### config.mk
export PLATFORM = sky130hd
export DESIGN_NAME = synth_cmd_decoder
export DESIGN_NICKNAME = d
export VERILOG_FILES = /design/src/rtl/synth_cmd_pkg.sv /design/src/rtl/pow10_scaler.sv /design/src/rtl/synth_regfile.sv /design/src/rtl/freq_calc.sv /design/src/rtl/synth_cmd_decoder.sv
export SDC_FILE = /design/constraint.sdc
export NUM_CORES = 2
export LEC_CHECK = 0
export ABC_AREA = 1
export BUFFER_PORTS_ARGS = -buffer_cell sky130_fd_sc_hd__buf_2
export CAP_MARGIN = 20
export CORE_AREA = 2 2 396 398
export CTS_BUF_LIST = sky130_fd_sc_hd__clkbuf_4
export CTS_CLUSTER_SIZE = 28
export DETAILED_ROUTE_END_ITERATION = 12
export DIE_AREA = 0 0 398 400
export PLACE_DENSITY = 0.49
export SLEW_MARGIN = 20
export SYNTH_ARGS = -nofsm -noshare
export SYNTH_HDL_FRONTEND = slang
export SYNTH_SLANG_ARGS = --single-unit
### constraint.sdc
create_clock -name clk -period 18.46 [get_ports clk]
set_input_delay 0.923 -clock clk [delete_from_list [all_inputs] [get_ports clk]]
set_output_delay 0.923 -clock clk [all_outputs]
set_load 0.03 [all_outputs]
### src/rtl/synth_cmd_pkg.sv
package synth_cmd_pkg;
  localparam int FN_W   = 4;
  localparam int EXP_W  = 4;
  localparam int PAY_W  = 24;
  localparam int CMD_W  = FN_W + EXP_W + PAY_W;
  localparam int NUM_REGS = 5;

  typedef enum logic [FN_W-1:0] {
    FN_CHAN  = 4'd0,
    FN_START = 4'd1,
    FN_STOP  = 4'd2,
    FN_STEP  = 4'd3,
    FN_REF   = 4'd4
  } fn_code_e;

  typedef struct packed {
    logic [FN_W-1:0]  fn;
    logic [EXP_W-1:0] expo;
    logic [PAY_W-1:0] pay;
  } cmd_fields_t;
endpackage

### src/rtl/pow10_scaler.sv
module pow10_scaler #(
  parameter int DW      = 48,
  parameter int PW      = 24,
  parameter int EW      = 4,
  parameter int FW      = 4,
  parameter int EXP_MAX = 9
) (
  input  logic          clk,
  input  logic          rst,
  input  logic          start_i,
  input  logic [PW-1:0] pay_i,
  input  logic [EW-1:0] exp_i,
  input  logic [FW-1:0] fn_i,
  output logic          busy_o,
  output logic          done_o,
  output logic [DW-1:0] val_o,
  output logic [FW-1:0] fn_o
);
  localparam int CW = $clog2(EXP_MAX + 1);
  localparam logic [EW-1:0] EXP_LIM = EW'(EXP_MAX);

  logic [DW-1:0] acc;
  logic [CW-1:0] cnt;
  logic [DW+3:0] wide;
  logic          ovf;
  logic [CW-1:0] exp_c;

  // x*10 as x*8 + x*2 in a widened word
  assign wide  = ({4'b0, acc} << 3) + ({4'b0, acc} << 1);
  assign ovf   = |wide[DW+3:DW];
  assign exp_c = (exp_i > EXP_LIM) ? CW'(EXP_LIM) : CW'(exp_i);

  always_ff @(posedge clk) begin
    if (rst) begin
      acc    <= '0;
      cnt    <= '0;
      fn_o   <= '0;
      busy_o <= 1'b0;
      done_o <= 1'b0;
    end else begin
      done_o <= 1'b0;
      if (!busy_o) begin
        if (start_i) begin
          acc    <= DW'(pay_i);
          cnt    <= exp_c;
          fn_o   <= fn_i;
          busy_o <= 1'b1;
        end
      end else if (cnt != '0) begin
        acc <= ovf ? '1 : wide[DW-1:0];
        cnt <= cnt - CW'(1);
      end else begin
        busy_o <= 1'b0;
        done_o <= 1'b1;
      end
    end
  end

  assign val_o = acc;
endmodule

### src/rtl/synth_regfile.sv
module synth_regfile
  import synth_cmd_pkg::*;
#(
  parameter int DW = 48,
  parameter longint unsigned START_DEF = 64'd1500000000,
  parameter longint unsigned STOP_DEF  = 64'd2500000000,
  parameter longint unsigned STEP_DEF  = 64'd1000000,
  parameter longint unsigned REF_DEF   = 64'd20000000,
  parameter longint unsigned CHAN_DEF  = 64'd0
) (
  input  logic            clk,
  input  logic            rst,
  input  logic            wr_i,
  input  logic [FN_W-1:0] fn_i,
  input  logic [DW-1:0]   val_i,
  output logic [DW-1:0]   start_o,
  output logic [DW-1:0]   stop_o,
  output logic [DW-1:0]   step_o,
  output logic [DW-1:0]   ref_o,
  output logic [DW-1:0]   chan_o,
  output logic            upd_o
);
  logic [DW-1:0] regs [NUM_REGS];

  function automatic logic [DW-1:0] preset(input int idx);
    case (idx)
      int'(FN_CHAN):  return DW'(CHAN_DEF);
      int'(FN_START): return DW'(START_DEF);
      int'(FN_STOP):  return DW'(STOP_DEF);
      int'(FN_STEP):  return DW'(STEP_DEF);
      default:        return DW'(REF_DEF);
    endcase
  endfunction

  always_ff @(posedge clk) begin
    if (rst) begin
      for (int i = 0; i < NUM_REGS; i++) regs[i] <= preset(i);
      upd_o <= 1'b0;
    end else begin
      for (int i = 0; i < NUM_REGS; i++)
        if (wr_i && fn_i == FN_W'(i)) regs[i] <= val_i;
      upd_o <= wr_i && (fn_i < FN_W'(NUM_REGS));
    end
  end

  assign chan_o  = regs[FN_CHAN];
  assign start_o = regs[FN_START];
  assign stop_o  = regs[FN_STOP];
  assign step_o  = regs[FN_STEP];
  assign ref_o   = regs[FN_REF];
endmodule

### src/rtl/freq_calc.sv
module freq_calc #(
  parameter int DW = 48,
  parameter logic [DW-1:0] FREQ_RST = '0
) (
  input  logic          clk,
  input  logic          rst,
  input  logic          upd_i,
  input  logic [DW-1:0] start_i,
  input  logic [DW-1:0] step_i,
  input  logic [DW-1:0] chan_i,
  output logic [DW-1:0] freq_o,
  output logic          valid_o
);
  always_ff @(posedge clk) begin
    if (rst) begin
      freq_o  <= FREQ_RST;
      valid_o <= 1'b0;
    end else begin
      valid_o <= upd_i;
      if (upd_i) freq_o <= start_i + chan_i * step_i;
    end
  end
endmodule

### src/rtl/synth_cmd_decoder.sv
module synth_cmd_decoder
  import synth_cmd_pkg::*;
#(
  parameter int DW      = 48,
  parameter int EXP_MAX = 9,
  parameter longint unsigned START_DEF = 64'd1500000000,
  parameter longint unsigned STOP_DEF  = 64'd2500000000,
  parameter longint unsigned STEP_DEF  = 64'd1000000,
  parameter longint unsigned REF_DEF   = 64'd20000000,
  parameter longint unsigned CHAN_DEF  = 64'd0
) (
  input  logic             clk,
  input  logic             rst,
  input  logic             cmd_valid,
  input  logic [CMD_W-1:0] cmd_word,
  output logic             busy,
  output logic [DW-1:0]    start_hz,
  output logic [DW-1:0]    stop_hz,
  output logic [DW-1:0]    step_hz,
  output logic [DW-1:0]    ref_hz,
  output logic [DW-1:0]    chan_num,
  output logic [DW-1:0]    freq_hz,
  output logic             freq_valid
);
  localparam logic [DW-1:0] FREQ_RST = DW'(START_DEF + CHAN_DEF * STEP_DEF);

  cmd_fields_t     cmd;
  logic            sc_done;
  logic [DW-1:0]   sc_val;
  logic [FN_W-1:0] sc_fn;
  logic            rf_upd;

  assign cmd = cmd_fields_t'(cmd_word);

  pow10_scaler #(
    .DW(DW), .PW(PAY_W), .EW(EXP_W), .FW(FN_W), .EXP_MAX(EXP_MAX)
  ) u_scale (
    .clk(clk), .rst(rst), .start_i(cmd_valid),
    .pay_i(cmd.pay), .exp_i(cmd.expo), .fn_i(cmd.fn),
    .busy_o(busy), .done_o(sc_done), .val_o(sc_val), .fn_o(sc_fn)
  );

  synth_regfile #(
    .DW(DW), .START_DEF(START_DEF), .STOP_DEF(STOP_DEF),
    .STEP_DEF(STEP_DEF), .REF_DEF(REF_DEF), .CHAN_DEF(CHAN_DEF)
  ) u_regs (
    .clk(clk), .rst(rst), .wr_i(sc_done), .fn_i(sc_fn), .val_i(sc_val),
    .start_o(start_hz), .stop_o(stop_hz), .step_o(step_hz),
    .ref_o(ref_hz), .chan_o(chan_num), .upd_o(rf_upd)
  );

  freq_calc #(.DW(DW), .FREQ_RST(FREQ_RST)) u_freq (
    .clk(clk), .rst(rst), .upd_i(rf_upd),
    .start_i(start_hz), .step_i(step_hz), .chan_i(chan_num),
    .freq_o(freq_hz), .valid_o(freq_valid)
  );
endmodule

==> results.py <==
metrics = {
    "cts": {
        "cts-resized-gates": 0,
        "cts_setup_buffers": 0,
        "cts_hold_buf": 0,
        "cts_buffers": 98,
        "ctsRootBufferMaster": "clkbuf_4",
        "htree_num_levels": 3,
        "clk_latency_ns": 1.05,
        "clk_path_buf_depth": 3,
        "cts_sinks": 348,
        "clkTransAtPathRegs_ns": 0.07,
        "tritoncts": "yes",
    },
    "yosys": {
        "synthTopCellsByArea": "fa_1 38%, inv_1 14%, edfxtp_1 13%, nand2_1 12%, ha_1 6.0%",
        "synth_area_leader_cell": "fa_1",
        "syn_area_um2": 54000,
        "postSynthRegisterBits": 348,
        "synth.net_count": 8054,
        "yosysWarnings": 0,
        "synthFlopType": "edfxtp_1",
        "synth-async-reset-ratio_pct": 0,
        "syn_inst": 6721,
        "syn_avg_cell_area_um2": 8.04,
        "synth_cell_types": 50,
        "synth_top_area_share_pct": 38.5,
        "ys_seq_area_share_pct": 17.3,
        "synth_enable_flop_cells": 240,
    },
    "critical_path": {
        "crit_buf_inv": 11,
        "cp_data_arrival_time_ns": 9.58,
        "r2r-start": "u_regs.regs[0][7]",
        "crit_slowest_cell": "nor4_1",
        "required_ns": 19.35,
        "path_delay_family": "adder cells",
        "critical_path_class": "flip-flop to flip-flop",
        "cp-startpoint": "u_regs.regs[0][7]",
        "timing.rr.end": "u_freq.freq_o[44]",
        "critPathLaunchType": "flip-flop",
        "r2r_slack_ns": 9.78,
        "ff2ff_path_depth": 29,
        "setup.worst_path.end_class": "flip-flop",
        "worstPathMaxFanout": 22,
        "slowest_delay_ns": 0.59,
    },
    "global_routing": {
        "antenna_found_initial": 15,
        "grt_first_pass_wirelength_mm": 303,
        "track_usage_pct": 25.9,
        "grt_max_degree": 52,
        "overflow": 0,
        "grt_pass1_vias": 47500,
    },
    "floorplanning": {
        "design.die.area_um2": 159000,
        "die_h_um": 400,
        "core_um2": 155000,
        "start_util_pct": 34.8,
        "placementRows": 145,
        "die_x_um": 398,
        "io_pins": 325,
    },
    "timing": {
        "fin_skew_ns": 0.0616,
        "timing.fmax_mhz": 115,
        "tightest_slew_ns": 1.17,
        "finalHoldViolations": 0,
        "slew_headroom_pct": 22.2,
        "hold_ws_ns": 0.144,
        "fin_tns_setup_ns": 0,
        "min_period_over_period_pct": 47.0,
        "slew_violations": 0,
        "setup_violations": 0,
        "rsz0062_at_grt": "false",
        "period_needed_ns": 8.68,
    },
    "cells_and_area": {
        "drive_gt1_share_pct": 8.72,
        "fin_util_pct": 38.1,
        "seqCellArea_um2": 9370,
        "multi_input_area_um2": 35900,
        "syn_to_final_growth_pct": 9.47,
        "fin_nets": 8276,
        "fillerInstances": 16300,
    },
    "status": {
        "run_status": "finished, final reports clean",
    },
    "placed_design": {
        "gp_congestion": 0.923,
        "port_buffers": 324,
        "post-dp-hpwl_mm": 160,
    },
    "worst_hold_path": {
        "min_path_cells": 3,
        "min_path_type": "input port to flip-flop",
        "worstHoldStart": "cmd_word[31]",
        "hold_end": "u_scale.fn_o[3]",
    },
    "drt": {
        "routedWlPerCell_um": 22.2,
        "drc_errors": 0,
        "drtPass1Iterations": 5,
        "vias": 43600,
        "routed_wl_mm": 202,
        "viasPerCell": 4.80,
        "drt_iter0_drc": 2937,
        "antenna_left": 0,
    },
    "run": {
        "cap_violations": 0,
    },
}
metrics by stage:
stage / setup WS, ns / std cells / cell area, µm²
2_1_floorplan: 10.87 / 6721 / 54000
3_3_place_gp: 9.84 / 8899 / 57800
3_5_place_dp: 9.91 / 8899 / 57800
4_1_cts: 9.87 / 9082 / 59100
5_1_grt: 9.47 / 9088 / 59100
6_report: 9.78 / 9093 / 59200
cell families after synthesis:
| logic type | count (synthesis) | share of synthesized area, % |
|---|---|---|
| buf+inv | 2342 | 16.4 |
| simple gates | 2208 | 16.0 |
| fa+ha+maj | 1298 | 44.5 |
| compound gates | 455 | 4.67 |
| flops | 348 | 17.3 |
| xor+xnor | 70 | 1.13 |
state kept, by name, summed over array words and instances (netlist names):
name,cells
u_freq.freq_o,48
u_freq.valid_o,1
u_regs.regs,240
u_regs.upd_o,1
u_scale.busy_o,1
u_scale.cnt,4
u_scale.done_o,1
u_scale.fn_o,4
u_scale.val_o,48
final cells by class:
type / instances / area share (%)
diodes: 9 / 0.0381
clock buffers: 133 / 1.69
flip-flops and latches: 348 / 15.8
repair buffers: 411 / 3.89
clock inverters: 50 / 0.529
inverters: 2053 / 13.0
multi-input cells: 4031 / 60.6
well taps: 2058 / 4.35
worst reg2reg max path: cells and delay by family (launching register included):
kind                     cells  cell delay (ns)
AO/OA/AOI/OAI                1             0.11
buffers and inverters       11             1.58
flip-flops                   1             0.32
AND/OR/NAND/NOR              7             1.59
adder cells (fa/ha/maj)     10             4.94
cells in the mapped netlist, types with 22 or more instances:
| cell | count |
|---|---|
| inv_1 | 2050 |
| nand2_1 | 1709 |
| fa_1 | 1039 |
| nor2_1 | 289 |
| ha_1 | 259 |
| edfxtp_1 | 240 |
| clkbuf_1 | 222 |
| o21ai_0 | 181 |
| a21oi_1 | 169 |
| nand3_1 | 128 |
| dfxtp_1 | 108 |
| buf_1 | 52 |
| xor2_1 | 49 |
| nor3_1 | 22 |
worst max-delay path by stage:
stage	to	slack [ns]	cells past startpoint
2_1_floorplan	u_freq.freq_o[40]	10.87	31
3_3_place_gp	u_freq.freq_o[39]	9.84	29
3_5_place_dp	u_freq.freq_o[39]	9.91	29
4_1_cts	u_freq.freq_o[39]	9.87	29
5_1_grt	u_freq.freq_o[39]	9.47	29
6_report	u_freq.freq_o[44]	9.78	29
placed cells by master (no fill, tap or decap), types with 22 or more instances in the layout:
cell type	instances
inv_1	2050
dfxtp_1	107
nand3_1	128
edfxtp_1	240
ha_1	259
nor2_1	282
o21ai_0	181
nand2_1	1703
buf_4	85
nor3_1	22
buf_2	324
a21oi_1	169
xor2_1	49
clkbuf_4	133
clkinv_1	31
fa_1	1039
per-layer routing:
metal	vias up	global-route usage [%]	share of wire [%]
met3	288	3.57	5.8
met2	1423	46.5	51
met4	0	8.12	3.2
met1	22200	32.1	40
met5	-	0	0
li1	19700	-	-
Power is not shown: default switching activity piles up to over one toggle a cycle in this logic, so the estimate is an artifact.
